File: src/rtl/sa_pkg.sv
package sa_pkg;
    localparam int unsigned RX_BASE   = 0;
    localparam int unsigned TX_BASE   = 8;
    localparam int unsigned STAT_ADDR = 14;
    localparam int unsigned MASK_ADDR = 15;

    typedef struct packed {
        logic tx;
        logic rx;
    } irq_pair_t;
endpackage

File: src/rtl/sa_slot_tracker.sv
module sa_slot_tracker #(
    parameter  int FRAME_BITS = 256,
    parameter  int MF_FRAMES  = 16,
    parameter  int SA_COUNT   = 5,
    parameter  int SA_FIRST   = 3,
    localparam int BW  = $clog2(FRAME_BITS),
    localparam int FW  = $clog2(MF_FRAMES),
    localparam int SAW = $clog2(SA_COUNT),
    localparam int SWW = FW - 1
) (
    input  logic           clk,
    input  logic           rst_n,
    input  logic           bit_en,
    input  logic           frm_start,
    input  logic           mf_start,
    output logic           slot_hit,
    output logic [SAW-1:0] sa_sel,
    output logic [SWW-1:0] sw_sel,
    output logic           mf_begin
);
    typedef struct packed {
        logic [BW-1:0] bitpos;
        logic [FW-1:0] frm;
        logic          aligned;
    } trk_t;

    trk_t          st_d, st_q;
    logic [BW-1:0] cur_bit;
    logic [BW-1:0] rel_bit;
    logic [FW-1:0] cur_frm;
    logic          aligned_now;
    logic          in_window;

    always_comb begin
        st_d = st_q;
        // position of the bit presented this cycle
        if (frm_start)
            cur_bit = '0;
        else if (st_q.bitpos == BW'(FRAME_BITS - 1))
            cur_bit = st_q.bitpos;
        else
            cur_bit = st_q.bitpos + 1'b1;

        if (mf_start)
            cur_frm = '0;
        else if (frm_start)
            cur_frm = st_q.frm + 1'b1;
        else
            cur_frm = st_q.frm;

        aligned_now = st_q.aligned | mf_start;
        rel_bit     = cur_bit - BW'(SA_FIRST);
        in_window   = (cur_bit >= BW'(SA_FIRST)) && (rel_bit < BW'(SA_COUNT));

        // odd frames carry the service word
        slot_hit = bit_en & aligned_now & cur_frm[0] & in_window;
        sa_sel   = rel_bit[SAW-1:0];
        sw_sel   = cur_frm[FW-1:1];
        mf_begin = bit_en & mf_start;

        if (bit_en) begin
            st_d.bitpos  = cur_bit;
            st_d.frm     = cur_frm;
            st_d.aligned = aligned_now;
        end
    end

    always_ff @(posedge clk or negedge rst_n) begin
        if (!rst_n) begin
            st_q.bitpos  <= BW'(FRAME_BITS - 1);
            st_q.frm     <= '0;
            st_q.aligned <= 1'b0;
        end else begin
            st_q <= st_d;
        end
    end
endmodule

File: src/rtl/sa_rx_collect.sv
module sa_rx_collect #(
    parameter  int SA_COUNT  = 5,
    parameter  int SW_PER_MF = 8,
    localparam int SAW = $clog2(SA_COUNT),
    localparam int SWW = $clog2(SW_PER_MF)
) (
    input  logic                                   clk,
    input  logic                                   rst_n,
    input  logic                                   slot_hit,
    input  logic [SAW-1:0]                         sa_sel,
    input  logic [SWW-1:0]                         sw_sel,
    input  logic                                   bit_in,
    input  logic                                   mf_begin,
    output logic [SA_COUNT-1:0][SW_PER_MF-1:0]     snap,
    output logic                                   load
);
    typedef struct packed {
        logic [SA_COUNT-1:0][SW_PER_MF-1:0] acc;
        logic [SA_COUNT-1:0][SW_PER_MF-1:0] snap;
        logic                               primed;
    } rx_t;

    rx_t            st_d, st_q;
    logic [SWW-1:0] pos;

    always_comb begin
        st_d = st_q;
        pos  = SWW'(SW_PER_MF - 1) - sw_sel;
        load = mf_begin & st_q.primed;

        if (slot_hit)
            st_d.acc[sa_sel][pos] = bit_in;

        if (mf_begin) begin
            if (st_q.primed)
                st_d.snap = st_q.acc;
            st_d.acc    = '0;
            st_d.primed = 1'b1;
        end

        snap = st_q.snap;
    end

    always_ff @(posedge clk or negedge rst_n) begin
        if (!rst_n)
            st_q <= '0;
        else
            st_q <= st_d;
    end
endmodule

File: src/rtl/sa_tx_shadow.sv
module sa_tx_shadow #(
    parameter  int SA_COUNT  = 5,
    parameter  int SW_PER_MF = 8,
    localparam int SAW = $clog2(SA_COUNT),
    localparam int SWW = $clog2(SW_PER_MF)
) (
    input  logic                               clk,
    input  logic                               rst_n,
    input  logic [SAW-1:0]                     sa_sel,
    input  logic [SWW-1:0]                     sw_sel,
    input  logic                               mf_begin,
    input  logic [SA_COUNT-1:0][SW_PER_MF-1:0] src,
    output logic [SA_COUNT-1:0][SW_PER_MF-1:0] shadow,
    output logic                               sa_bit,
    output logic                               copy
);
    typedef struct packed {
        logic [SA_COUNT-1:0][SW_PER_MF-1:0] shd;
    } tx_t;

    tx_t            st_d, st_q;
    logic [SWW-1:0] pos;

    always_comb begin
        st_d   = st_q;
        pos    = SWW'(SW_PER_MF - 1) - sw_sel;
        copy   = mf_begin;
        // the register value of this edge goes in; a same-edge write lands after
        if (mf_begin)
            st_d.shd = src;
        shadow = st_q.shd;
        sa_bit = st_q.shd[sa_sel][pos];
    end

    always_ff @(posedge clk or negedge rst_n) begin
        if (!rst_n)
            st_q <= '0;
        else
            st_q <= st_d;
    end
endmodule

File: src/rtl/sa_reg_bank.sv
module sa_reg_bank
    import sa_pkg::*;
#(
    parameter int SA_COUNT  = 5,
    parameter int SW_PER_MF = 8,
    parameter int AW        = 4
) (
    input  logic                               clk,
    input  logic                               rst_n,
    input  logic [AW-1:0]                      addr,
    input  logic                               we,
    input  logic [SW_PER_MF-1:0]               wdata,
    output logic [SW_PER_MF-1:0]               rdata,
    input  logic [SA_COUNT-1:0][SW_PER_MF-1:0] rx_snap,
    input  logic                               rx_load,
    input  logic                               tx_copy,
    output logic [SA_COUNT-1:0][SW_PER_MF-1:0] xsa,
    output irq_pair_t                          stat,
    output logic                               irq_rx,
    output logic                               irq_tx
);
    typedef struct packed {
        logic [SA_COUNT-1:0][SW_PER_MF-1:0] xsa;
        irq_pair_t                          stat;
        irq_pair_t                          mask;
    } bank_t;

    bank_t st_d, st_q;

    always_comb begin
        st_d = st_q;
        if (we) begin
            for (int k = 0; k < SA_COUNT; k++)
                if (addr == AW'(TX_BASE + k))
                    st_d.xsa[k] = wdata;
            if (addr == AW'(STAT_ADDR)) begin
                if (wdata[0]) st_d.stat.rx = 1'b0;
                if (wdata[1]) st_d.stat.tx = 1'b0;
            end
            if (addr == AW'(MASK_ADDR)) begin
                st_d.mask.rx = wdata[0];
                st_d.mask.tx = wdata[1];
            end
        end
        // a new event wins over a clear in the same cycle
        if (rx_load) st_d.stat.rx = 1'b1;
        if (tx_copy) st_d.stat.tx = 1'b1;

        rdata = '0;
        for (int k = 0; k < SA_COUNT; k++) begin
            if (addr == AW'(RX_BASE + k)) rdata = rx_snap[k];
            if (addr == AW'(TX_BASE + k)) rdata = st_q.xsa[k];
        end
        if (addr == AW'(STAT_ADDR)) rdata = SW_PER_MF'(st_q.stat);
        if (addr == AW'(MASK_ADDR)) rdata = SW_PER_MF'(st_q.mask);

        xsa    = st_q.xsa;
        stat   = st_q.stat;
        irq_rx = st_q.stat.rx & st_q.mask.rx;
        irq_tx = st_q.stat.tx & st_q.mask.tx;
    end

    always_ff @(posedge clk or negedge rst_n) begin
        if (!rst_n)
            st_q <= '0;
        else
            st_q <= st_d;
    end
endmodule

File: src/rtl/sa_bit_access.sv
module sa_bit_access
    import sa_pkg::*;
#(
    parameter  int FRAME_BITS = 256,
    parameter  int MF_FRAMES  = 16,
    parameter  int SA_COUNT   = 5,
    parameter  int SA_FIRST   = 3,
    parameter  int AW         = 4,
    localparam int SW_PER_MF  = MF_FRAMES / 2,
    localparam int SAW        = $clog2(SA_COUNT),
    localparam int SWW        = $clog2(SW_PER_MF),
    localparam int SNAP_W     = SA_COUNT * SW_PER_MF
) (
    input  logic                 clk,
    input  logic                 rst_n,
    input  logic                 rx_bit_en,
    input  logic                 rx_frm_start,
    input  logic                 rx_mf_start,
    input  logic                 rx_data,
    input  logic                 tx_bit_en,
    input  logic                 tx_frm_start,
    input  logic                 tx_mf_start,
    input  logic                 tx_data_in,
    input  logic                 ts0_transparent,
    output logic                 tx_data_out,
    output logic                 tx_sa_ins,
    input  logic [AW-1:0]        reg_addr,
    input  logic                 reg_we,
    input  logic [SW_PER_MF-1:0] reg_wdata,
    output logic [SW_PER_MF-1:0] reg_rdata,
    output logic                 irq_rx,
    output logic                 irq_tx
);
    logic                               rx_hit, tx_hit;
    logic [SAW-1:0]                     rx_sa, tx_sa;
    logic [SWW-1:0]                     rx_sw, tx_sw;
    logic                               rx_mfb, tx_mfb;
    logic                               rx_load, tx_copy, tx_bit;
    logic [SA_COUNT-1:0][SW_PER_MF-1:0] rx_snap_w, xsa_w, tx_shadow_w;
    irq_pair_t                          stat_w;

    sa_slot_tracker #(
        .FRAME_BITS(FRAME_BITS), .MF_FRAMES(MF_FRAMES),
        .SA_COUNT(SA_COUNT), .SA_FIRST(SA_FIRST)
    ) u_rx_trk (
        .clk(clk), .rst_n(rst_n), .bit_en(rx_bit_en),
        .frm_start(rx_frm_start), .mf_start(rx_mf_start),
        .slot_hit(rx_hit), .sa_sel(rx_sa), .sw_sel(rx_sw), .mf_begin(rx_mfb)
    );

    sa_slot_tracker #(
        .FRAME_BITS(FRAME_BITS), .MF_FRAMES(MF_FRAMES),
        .SA_COUNT(SA_COUNT), .SA_FIRST(SA_FIRST)
    ) u_tx_trk (
        .clk(clk), .rst_n(rst_n), .bit_en(tx_bit_en),
        .frm_start(tx_frm_start), .mf_start(tx_mf_start),
        .slot_hit(tx_hit), .sa_sel(tx_sa), .sw_sel(tx_sw), .mf_begin(tx_mfb)
    );

    sa_rx_collect #(.SA_COUNT(SA_COUNT), .SW_PER_MF(SW_PER_MF)) u_rx (
        .clk(clk), .rst_n(rst_n), .slot_hit(rx_hit), .sa_sel(rx_sa),
        .sw_sel(rx_sw), .bit_in(rx_data), .mf_begin(rx_mfb),
        .snap(rx_snap_w), .load(rx_load)
    );

    sa_tx_shadow #(.SA_COUNT(SA_COUNT), .SW_PER_MF(SW_PER_MF)) u_tx (
        .clk(clk), .rst_n(rst_n), .sa_sel(tx_sa), .sw_sel(tx_sw),
        .mf_begin(tx_mfb), .src(xsa_w), .shadow(tx_shadow_w),
        .sa_bit(tx_bit), .copy(tx_copy)
    );

    sa_reg_bank #(.SA_COUNT(SA_COUNT), .SW_PER_MF(SW_PER_MF), .AW(AW)) u_bank (
        .clk(clk), .rst_n(rst_n), .addr(reg_addr), .we(reg_we),
        .wdata(reg_wdata), .rdata(reg_rdata), .rx_snap(rx_snap_w),
        .rx_load(rx_load), .tx_copy(tx_copy), .xsa(xsa_w), .stat(stat_w),
        .irq_rx(irq_rx), .irq_tx(irq_tx)
    );

    always_comb begin
        tx_sa_ins   = tx_hit & ~ts0_transparent;
        tx_data_out = tx_sa_ins ? tx_bit : tx_data_in;
    end
endmodule

File: config.mk
export PLATFORM = sky130hd
export DESIGN_NAME = sa_bit_access
export DESIGN_NICKNAME = d
export VERILOG_FILES = /design/src/rtl/sa_pkg.sv /design/src/rtl/sa_slot_tracker.sv /design/src/rtl/sa_rx_collect.sv /design/src/rtl/sa_tx_shadow.sv /design/src/rtl/sa_reg_bank.sv /design/src/rtl/sa_bit_access.sv
export SDC_FILE = /design/constraint.sdc
export NUM_CORES = 1
export LEC_CHECK = 0
export ABC_AREA = 1
export BUFFER_PORTS_ARGS = -buffer_cell sky130_fd_sc_hd__buf_2
export CAP_MARGIN = 20
export CORE_MARGIN = 5
export CORE_UTILIZATION = 68
export CTS_CLUSTER_DIAMETER = 120
export DETAILED_ROUTE_END_ITERATION = 7
export PLACE_DENSITY = 0.88
export SLEW_MARGIN = 0
export SYNTH_ARGS = -nofsm -noshare
export SYNTH_HDL_FRONTEND = slang
export SYNTH_HIERARCHICAL = 1
export SYNTH_SLANG_ARGS = --single-unit
File: constraint.sdc
create_clock -name clk -period 4.5 [get_ports clk]
set_input_delay 0.9 -clock clk [delete_from_list [all_inputs] [get_ports clk]]
set_output_delay 0.9 -clock clk [all_outputs]
set_load 0.02 [all_outputs]
Word-level counts from Yosys, hierarchy flattened. Cells that the tools add are included.

Multipliers: 0. Bitwise operators: 15. Reduce and logical (&&, ||, !) cells: 21. Divide/modulo/power cells: 0. Muxes and demuxes: 40. Shifts and indexed selects: 0. Add/sub/neg operators: 8. Equal/unequal tests: 13. Order comparisons: 10.

Operators by type and width (number): $mux 8 (18); $mux 81 (1); $mux 40 (2); $bwmux 40 (1); $eq 4x4->1 const B (7); $bmux 8 s3 (1); $demux 8 s3 (1); $mux 4 (5); $add 8x1->8 const B (2); $eq 8x8->1 const B (2); $ge 8x2->1 const B (2); $lt 3x4->1 const B (4); $lt 8x3->1 const B (2); $sub 8x2->8 const B (2); $reduce_and 2->1 (7); $reduce_bool 2->1 (7); $and 1x1->1 (12); $add 4x1->4 const B (2); $eq 4x2->1 const B (2); $mux 1 (7); $ge 3x1->1 const B (2); $reduce_and 3->1 (2); $sub 3x3->3 const A (2); $eq 4x1->1 const B (1); 8 further kinds (13).

Memory bits (read-only): 0. Output and inout bits: 12. Bits of input ports: 24. Bits in registers: 191. Memory bits (writable): 0. Memories kept: 0. Latch bits: 0.

Longest topological paths before layout. Gate-level depths: netlist (run 1).

Depth after elaboration: 13. Depth in mapped cells: 22. Depth with buffers taken out: 20.

By module. Netlist (run 1), hierarchy kept.

Modules (own cells, without submodules): sa_rx_collect (cells each 512, area an instance 3975.1 µm², times used 1); sa_reg_bank (cells each 393, area an instance 2849.0 µm², times used 1); sa_tx_shadow (cells each 242, area an instance 1963.1 µm², times used 1); sa_slot_tracker (cells each 133, area an instance 940.9 µm², times used 2); sa_bit_access (cells each 6, area an instance 26.3 µm², times used 1).

Worst setup path after synthesis (run 1). No wires, ideal clock.

Path type: input-to-output. Start: input tx_frm_start. End: output tx_data_out. Arrival time: 2451 ps. Stages: 15. Setup slack: 1149 ps. Buffers on the path: 1. Path through: inv_1 -> clkbuf_8 -> nand2_1 -> nor2_2 -> ha_1 -> xor2_1 -> inv_1 -> nand3_1 -> nand3_1 -> nand3_1 -> nand3_1 -> nand2_1 -> inv_1 -> nand3_1 -> nand2_1.

Longest elaborated chain between the ends: 7.

Ends and longest elaborated chain: from (decl) (line sa_bit_access.sv:21) `input logic tx_frm_start,`; $mux 8 (line sa_slot_tracker.sv:37) `if (frm_start)`; named net u_tx_trk.cur_bit[1] (line sa_slot_tracker.sv:28) `logic [BW-1:0] cur_bit;`; $sub 8x2->8 (line sa_slot_tracker.sv:52) `rel_bit = cur_bit - BW'(SA_FIRST);`; named net tx_sa[2] (line sa_bit_access.sv:35) `logic [SAW-1:0] rx_sa, tx_sa;`; $bmux 8 s3 (line sa_tx_shadow.sv:32) `sa_bit = st_q.shd[sa_sel][pos];`; $mux 8 (not written as such) (line sa_tx_shadow.sv:32); $bmux 1 s3 (line sa_tx_shadow.sv:32); $mux 1 (not written as such) (line sa_tx_shadow.sv:32); named net tx_bit (line sa_bit_access.sv:38) `logic rx_load, tx_copy, tx_bit;`; $mux 1 (line sa_bit_access.sv:81) `tx_data_out = tx_sa_ins ? tx_bit : tx_data_in;`; to (decl) (line sa_bit_access.sv:25) `output logic tx_data_out,`.

The timed path passes the listed nets, and every way through them passes these cells. The select of a mux whose other input is x is not followed.

Worst setup path after layout (run 1).
Start: register u_tx_trk/st_q[5] in the netlist's numbering. End: output tx_data_out.

Longest elaborated chain between the ends: 9.

Ends and longest elaborated chain: from (decl) (line sa_slot_tracker.sv:27) `trk_t st_d, st_q;`; from (signal assigned) (line sa_slot_tracker.sv:74) `st_q <= st_d;`; $add 8x1->8 / $eq 8x8->1 (equally long branches) (line sa_slot_tracker.sv:42, sa_slot_tracker.sv:39); $mux 8 * (line sa_slot_tracker.sv:39) `else if (st_q.bitpos == BW'(FRAME_BITS - 1))`; $mux 8 * (line sa_slot_tracker.sv:37); named net u_tx_trk.cur_bit[0] (line sa_slot_tracker.sv:28); $sub 8x2->8 * (line sa_slot_tracker.sv:52); $bmux 8 s3 * (line sa_tx_shadow.sv:32); $mux 8 (not written as such) * (line sa_tx_shadow.sv:32); $bmux 1 s3 * (line sa_tx_shadow.sv:32); $mux 1 (not written as such) * (line sa_tx_shadow.sv:32); named net tx_bit (line sa_bit_access.sv:38); $mux 1 * (line sa_bit_access.sv:81).

The timed path passes the listed nets; every way through them passes the cells marked *. The select of a mux whose other input is x is not followed.

==> flow_metrics.py, run 1 <==
metrics = {
    "setup_path": {
        "arrival_ns": 3.32,
        "rrSetupSlack_ns": 1.45,
        "worstRegToRegCells": 16,
        "r2r-end": "u_rx/st_q[47]",
        "cp_data_required_time_ns": 3.60,
        "cp_max_fo": 10,
        "criticalPathCategory": "reg -> out",
        "worst_setup_path_end_kind": "output port",
        "r2r_start": "u_rx_trk/st_q[5]",
        "cp-start-kind": "register",
    },
    "placed_design": {
        "gp_congestion": 0.978,
        "port_buffers": 35,
        "place_hpwl_um": 16800,
    },
    "global_route": {
        "grtUsageTotal": 0.271,
        "met2_usage": 0.457,
        "grt_overflow": 0,
        "grt_pass1_wl_um": 39300,
        "top_usage_layer": "met2",
        "grtUsageMet3": 0.0527,
        "grt_use_met1": 0.334,
        "antenna_found_initial": 0,
        "grt_pass1_vias": 7942,
        "grt_max_degree": 95,
    },
    "sta": {
        "tightest_slew_ns": 0.740,
        "setup_tns_ns": 0,
        "min_period_over_period": 0.939,
        "min_period_ns": 4.22,
        "slew-limit-headroom": 0.506,
        "setup_viol": 0,
        "rsz0062_at_grt": "no",
        "fmax_mhz": 237,
        "holdWs_ns": 0.458,
        "fin_worst_skew_ns": 0.00834,
        "slew_violations": 0,
        "final-hold-violation-count": 0,
    },
    "routing": {
        "wire_per_inst_um": 15.4,
        "wirelength_um": 24300,
        "antenna_left": 0,
        "drt_iter0_drc": 855,
        "via_per_inst": 5.49,
        "firstDrtPassIters": 6,
        "num_vias": 8660,
        "post-route-drc-count": 0,
    },
    "floorplan": {
        "design.die.area_um2": 18300,
        "rows": 45,
        "die_w_um": 135,
        "dieHeight_um": 135,
        "core-area_um2": 15300,
        "ios": 36,
        "initial_core_util": 0.697,
    },
    "final_layout": {
        "drive_gt1_frac": 0.127,
        "area_growth_pct": 1.87,
        "fin_nets": 1383,
        "diodes": 0,
        "num-fill-cells": 1168,
    },
    "synthesis": {
        "syn_nets": 1447,
        "syn-mean-instance-area_um2": 7.54,
        "synth_area_um2": 10700,
        "synth_cells": 1417,
        "yosys_warnings": 6,
    },
    "worst_hold_path": {
        "min-delay-path-class": "reg -> reg",
        "worstHoldStart": "u_tx_trk/st_q[0]",
        "whs_endpoint": "u_tx_trk/st_q[0]",
        "hold_depth": 2,
    },
    "status": {
        "status": "finished, final reports clean",
    },
    "clock_network": {
        "clk_pin_slew_ns": 0.07,
        "cts_tree": "yes",
        "cts-root-buf": "clkbuf_16",
        "postCtsHoldBufs": 0,
        "cts_buffers": 17,
        "cts.path.max_buffers": 2,
        "htreeDepth": 4,
        "clk_latency_ns": 0.43,
        "clock-sinks": 191,
    },
    "power_and_ir_drop": {
        "peakVddDrop_mv": 0.297,
        "total_leakage_power_nw": 5.42,
        "power_density_nw_per_um2": 378,
    },
    "flow_run": {
        "maxCapViolCount": 0,
    },
}
stage by stage:
step	power [mW]	setup slack (ns)	area, um2	utilization	cells
after global routing	4.28	0.0704	10900	0.710	1577
after detailed placement	2.59	0.662	10300	0.670	1542
after global placement	2.56	0.760	10300	0.670	1542
after floorplan	2.49	1.15	10700	-	1417
final	4.11	0.275	10900	0.710	1577
after CTS	4.11	0.318	10800	0.708	1574
report_power, final:
| part | leakage (nW) | total (mW) | internal (mW) | switching (mW) |
|---|---|---|---|---|
| registers | 2.49 | 2.03 | 1.89 | 0.138 |
| clock network | 0.294 | 1.53 | 0.875 | 0.652 |
| logic | 2.64 | 0.554 | 0.180 | 0.374 |
| total | 5.42 | 4.11 | 2.95 | 1.16 |
placed cells by master (no fill, tap or decap), drive strengths merged, types with 10 or more instances in the layout:
| cell type | instances |
|---|---|
| dfrtp | 175 |
| o21ai | 153 |
| inv | 153 |
| nor2 | 136 |
| a21oi | 17 |
| clkbuf | 19 |
| buf | 44 |
| or2 | 12 |
| nand3 | 102 |
| nand2 | 482 |
| mux2 | 13 |
| dfstp | 16 |
| clkinv | 10 |
| nand4 | 12 |
what timing repair did:
item	in CTS	in global routing
gates resized for setup	0	2
endpoints found under the setup margin	0	1
hold endpoints to repair	0	0
setup buffers	0	2
worst max-delay path by stage:
stage                      from           to  slack, ns
2_1_floorplan      tx_frm_start  tx_data_out       1.15
3_3_place_gp       tx_frm_start  tx_data_out       0.76
3_5_place_dp       tx_frm_start  tx_data_out       0.66
4_1_cts        u_tx_trk/st_q[5]  tx_data_out       0.32
5_1_grt        u_tx_trk/st_q[5]  tx_data_out       0.07
6_report       u_tx_trk/st_q[5]  tx_data_out       0.28
worst max-delay path, cell delays in order, from the launching register on:
cell and delay, ns:
dfstp_2 0.58, ha_1 0.20, inv_1 0.09, nor2_4 0.17
nand2_4 0.10, nand2_2 0.07, nand2_2 0.04, nor2_2 0.27
clkinvlp_2 0.41, nand2_1 0.17, nand3_1 0.09, nand3_1 0.09
nand3_1 0.08, nand3_1 0.09, nand3_1 0.07, nand2_1 0.06
inv_1 0.03, nand3_1 0.07, nand2_1 0.05, buf_2 0.15
flip-flops by register name, indices dropped and copies added, names as in the netlist:
signal and cells:
u_rx/st_q 41, u_bank/xsa 40, u_tx_trk/st_q 13, u_rx/snap 40, u_bank/stat 2, u_tx/shadow 40
u_rx_trk/st_q 13, u_bank/st_q 2
cell type report:
type | instances | area (um2) | area share
repair inverters | 1 | 5.00 | 0.000460
inverters | 154 | 587 | 0.0539
repair buffers | 45 | 259 | 0.0238
flip-flops and latches | 191 | 4800 | 0.441
well taps | 211 | 264 | 0.0243
clock buffers | 18 | 429 | 0.0394
multi-input cells | 943 | 4370 | 0.402
clock inverters | 14 | 166 | 0.0153
metal layers:
metal / up-vias / routed length (um)
met5: - / 0
met4: 0 / 1080
met3: 91 / 1410
met2: 360 / 12100
met1: 3998 / 9640
li1: 4211 / -
Power figures use the tool's default switching activity.
==> inputs of run 2 (changes only) <==
--- a/config.mk
+++ b/config.mk
@@ -6,7 +6,7 @@
 export NUM_CORES = 1
 export LEC_CHECK = 0
 export ABC_AREA = 1
-export BUFFER_PORTS_ARGS = -buffer_cell sky130_fd_sc_hd__buf_2
+export BUFFER_PORTS_ARGS = -buffer_cell sky130_fd_sc_hd__buf_4
 export CAP_MARGIN = 20
 export CORE_MARGIN = 5
 export CORE_UTILIZATION = 68
==> run 2 against run 1 <==
Critical path depth is 1 higher. Cell area grew 0.79%. Die area did not move. Sequential share of layout area down 0.35 points. Critical path type unchanged. Largest power group unchanged.
==> flow_metrics.py, run 2 (synthesized netlist as in run 1, its figures left out) <==
metrics = {
    "sta": {
        "fin_worst_skew_ns": 0.00485,
        "min_period_ns": 4.20,
        "slew_violations": 0,
        "fmax_mhz": 238,
        "tightest_slew_ns": 0.854,
        "setup_viol": 0,
        "final-hold-violation-count": 0,
        "min_period_over_period": 0.933,
        "rsz0062_at_grt": "no",
        "setup_tns_ns": 0,
        "slew-limit-headroom": 0.431,
        "holdWs_ns": 0.451,
    },
    "worst_hold_path": {
        "min-delay-path-class": "reg -> reg",
    },
    "routing": {
        "drt_iter0_drc": 850,
        "post-route-drc-count": 0,
        "num_vias": 8562,
        "firstDrtPassIters": 5,
        "wirelength_um": 24000,
        "via_per_inst": 5.45,
        "wire_per_inst_um": 15.3,
        "antenna_left": 0,
    },
    "global_route": {
        "grt_max_degree": 110,
        "grt_pass1_wl_um": 40300,
        "grt_overflow": 0,
        "grtUsageTotal": 0.275,
        "antenna_found_initial": 0,
        "grt_pass1_vias": 8249,
    },
    "setup_path": {
        "cp_max_fo": 20,
        "criticalPathCategory": "reg -> out",
        "worst_setup_path_end_kind": "output port",
        "cp-start-kind": "register",
        "arrival_ns": 3.30,
        "cp_data_required_time_ns": 3.60,
    },
    "final_layout": {
        "multi_input_area_um2": 4360,
        "fin_nets": 1378,
        "area_growth_pct": 2.68,
        "largest_reg_flops": 41,
        "drive_gt1_frac": 0.121,
        "largest-register": "u_rx/st_q",
        "diodes": 0,
        "num-fill-cells": 1224,
        "seq_area_um2": 4800,
        "layout_commonest_cell": "nand2_1",
        "layout_common_cells": "nand2_1, dfrtp_1, inv_1",
    },
    "placed_design": {
        "port_buffers": 35,
        "gp_congestion": 0.986,
        "place_hpwl_um": 17100,
    },
    "clock_network": {
        "clk_pin_slew_ns": 0.07,
        "cts_buffers": 17,
        "ctsResizeCount": 0,
        "clock-sinks": 191,
        "postCtsHoldBufs": 0,
        "cts-root-buf": "clkbuf_16",
        "post_cts.repair.setup_buffers": 0,
        "cts_tree": "yes",
        "cts.path.max_buffers": 2,
        "clk_latency_ns": 0.43,
        "htreeDepth": 4,
    },
    "floorplan": {
        "dieHeight_um": 135,
        "core-area_um2": 15300,
        "design.die.area_um2": 18300,
        "ios": 36,
        "initial_core_util": 0.697,
        "die_w_um": 135,
        "rows": 45,
    },
    "power_and_ir_drop": {
        "peakVddDrop_mv": 0.313,
        "total_leakage_power_nw": 5.44,
        "power_density_nw_per_um2": 382,
    },
    "flow_run": {
        "maxCapViolCount": 0,
    },
    "status": {
        "status": "finished, final reports clean",
    },
}
[run 2: cell types whose count changed in the layout (fill, tap and decap cells not counted), sizes merged]
cell      previous run  this run
clkinvlp             3         0
clkbuf              19        23
clkinv              10         6
buf                 44        40
bufinv               3         4
[run 2: power by group]
group / total (mW) / internal [mW] / switching, mW
Combinational: 0.560 / 0.189 / 0.370
Clock: 1.60 / 0.974 / 0.628
Sequential: 2.03 / 1.89 / 0.135
Total: 4.19 / 3.06 / 1.13
[run 2: path summary, 6_finish.rpt]
kind | startpoint | endpoint | slack, ns | cells past startpoint
setup / recovery | u_tx_trk/st_q[5] | tx_data_out | 0.30 | 20
hold / removal | u_rx_trk/st_q[0] | u_rx_trk/st_q[0] | 0.45 | 2
setup reg to reg | u_rx_trk/st_q[5] | u_rx/st_q[56] | 1.45 | 16
hold reg to reg | u_rx_trk/st_q[0] | u_rx_trk/st_q[0] | 0.45 | 2
max in group asynchronous | rst_n | u_bank/xsa[27] | 3.02 | 2
min in group asynchronous | rst_n | u_rx/st_q[54] | 0.57 | 1
[run 2: critical path, cell delays in order (launching register included)]
cell,delay [ns]
dfstp_2,0.58
ha_1,0.20
inv_1,0.09
nor2_4,0.17
nand2_4,0.10
nor2_1,0.13
nor2_2,0.07
inv_1,0.46
inv_4,0.19
nand2_1,0.11
nand3_1,0.07
nand2_1,0.09
nand2_1,0.05
nand2_1,0.06
nand3_1,0.06
nand3_1,0.08
nand2_1,0.05
inv_1,0.04
nand3_1,0.07
nand2_1,0.07
buf_4,0.13
[run 2: final cells by class]
cell class                      instances  share of cell area
Sequential cell                       191               0.438
Multi-Input combinational cell        943               0.398
Inverter                              154              0.0532
Clock buffer                           22              0.0432
Timing Repair Buffer                   41              0.0298
Tap cell                              211              0.0241
Clock inverter                          9              0.0143
[run 2: per-stage QoR]
stage	instance area, um2	power, mW	setup slack (ns)	std cells	utilization
4_1_cts	11000	4.20	0.334	1571	0.716
3_5_place_dp	10300	2.60	0.657	1540	0.675
6_report	11000	4.19	0.302	1571	0.716
2_1_floorplan	10700	2.49	1.15	1417	-
5_1_grt	11000	4.38	0.0107	1571	0.716
3_3_place_gp	10300	2.57	0.760	1540	0.675
[run 2: layer usage]
metal  vias to the layer above  GRT usage  part of all wire
met3                       102     0.0516             0.051
met2                       355      0.461              0.49
li1                       4201          -                 -
met5                         -          0                 0
met4                         0      0.135             0.050
met1                      3904      0.344              0.41
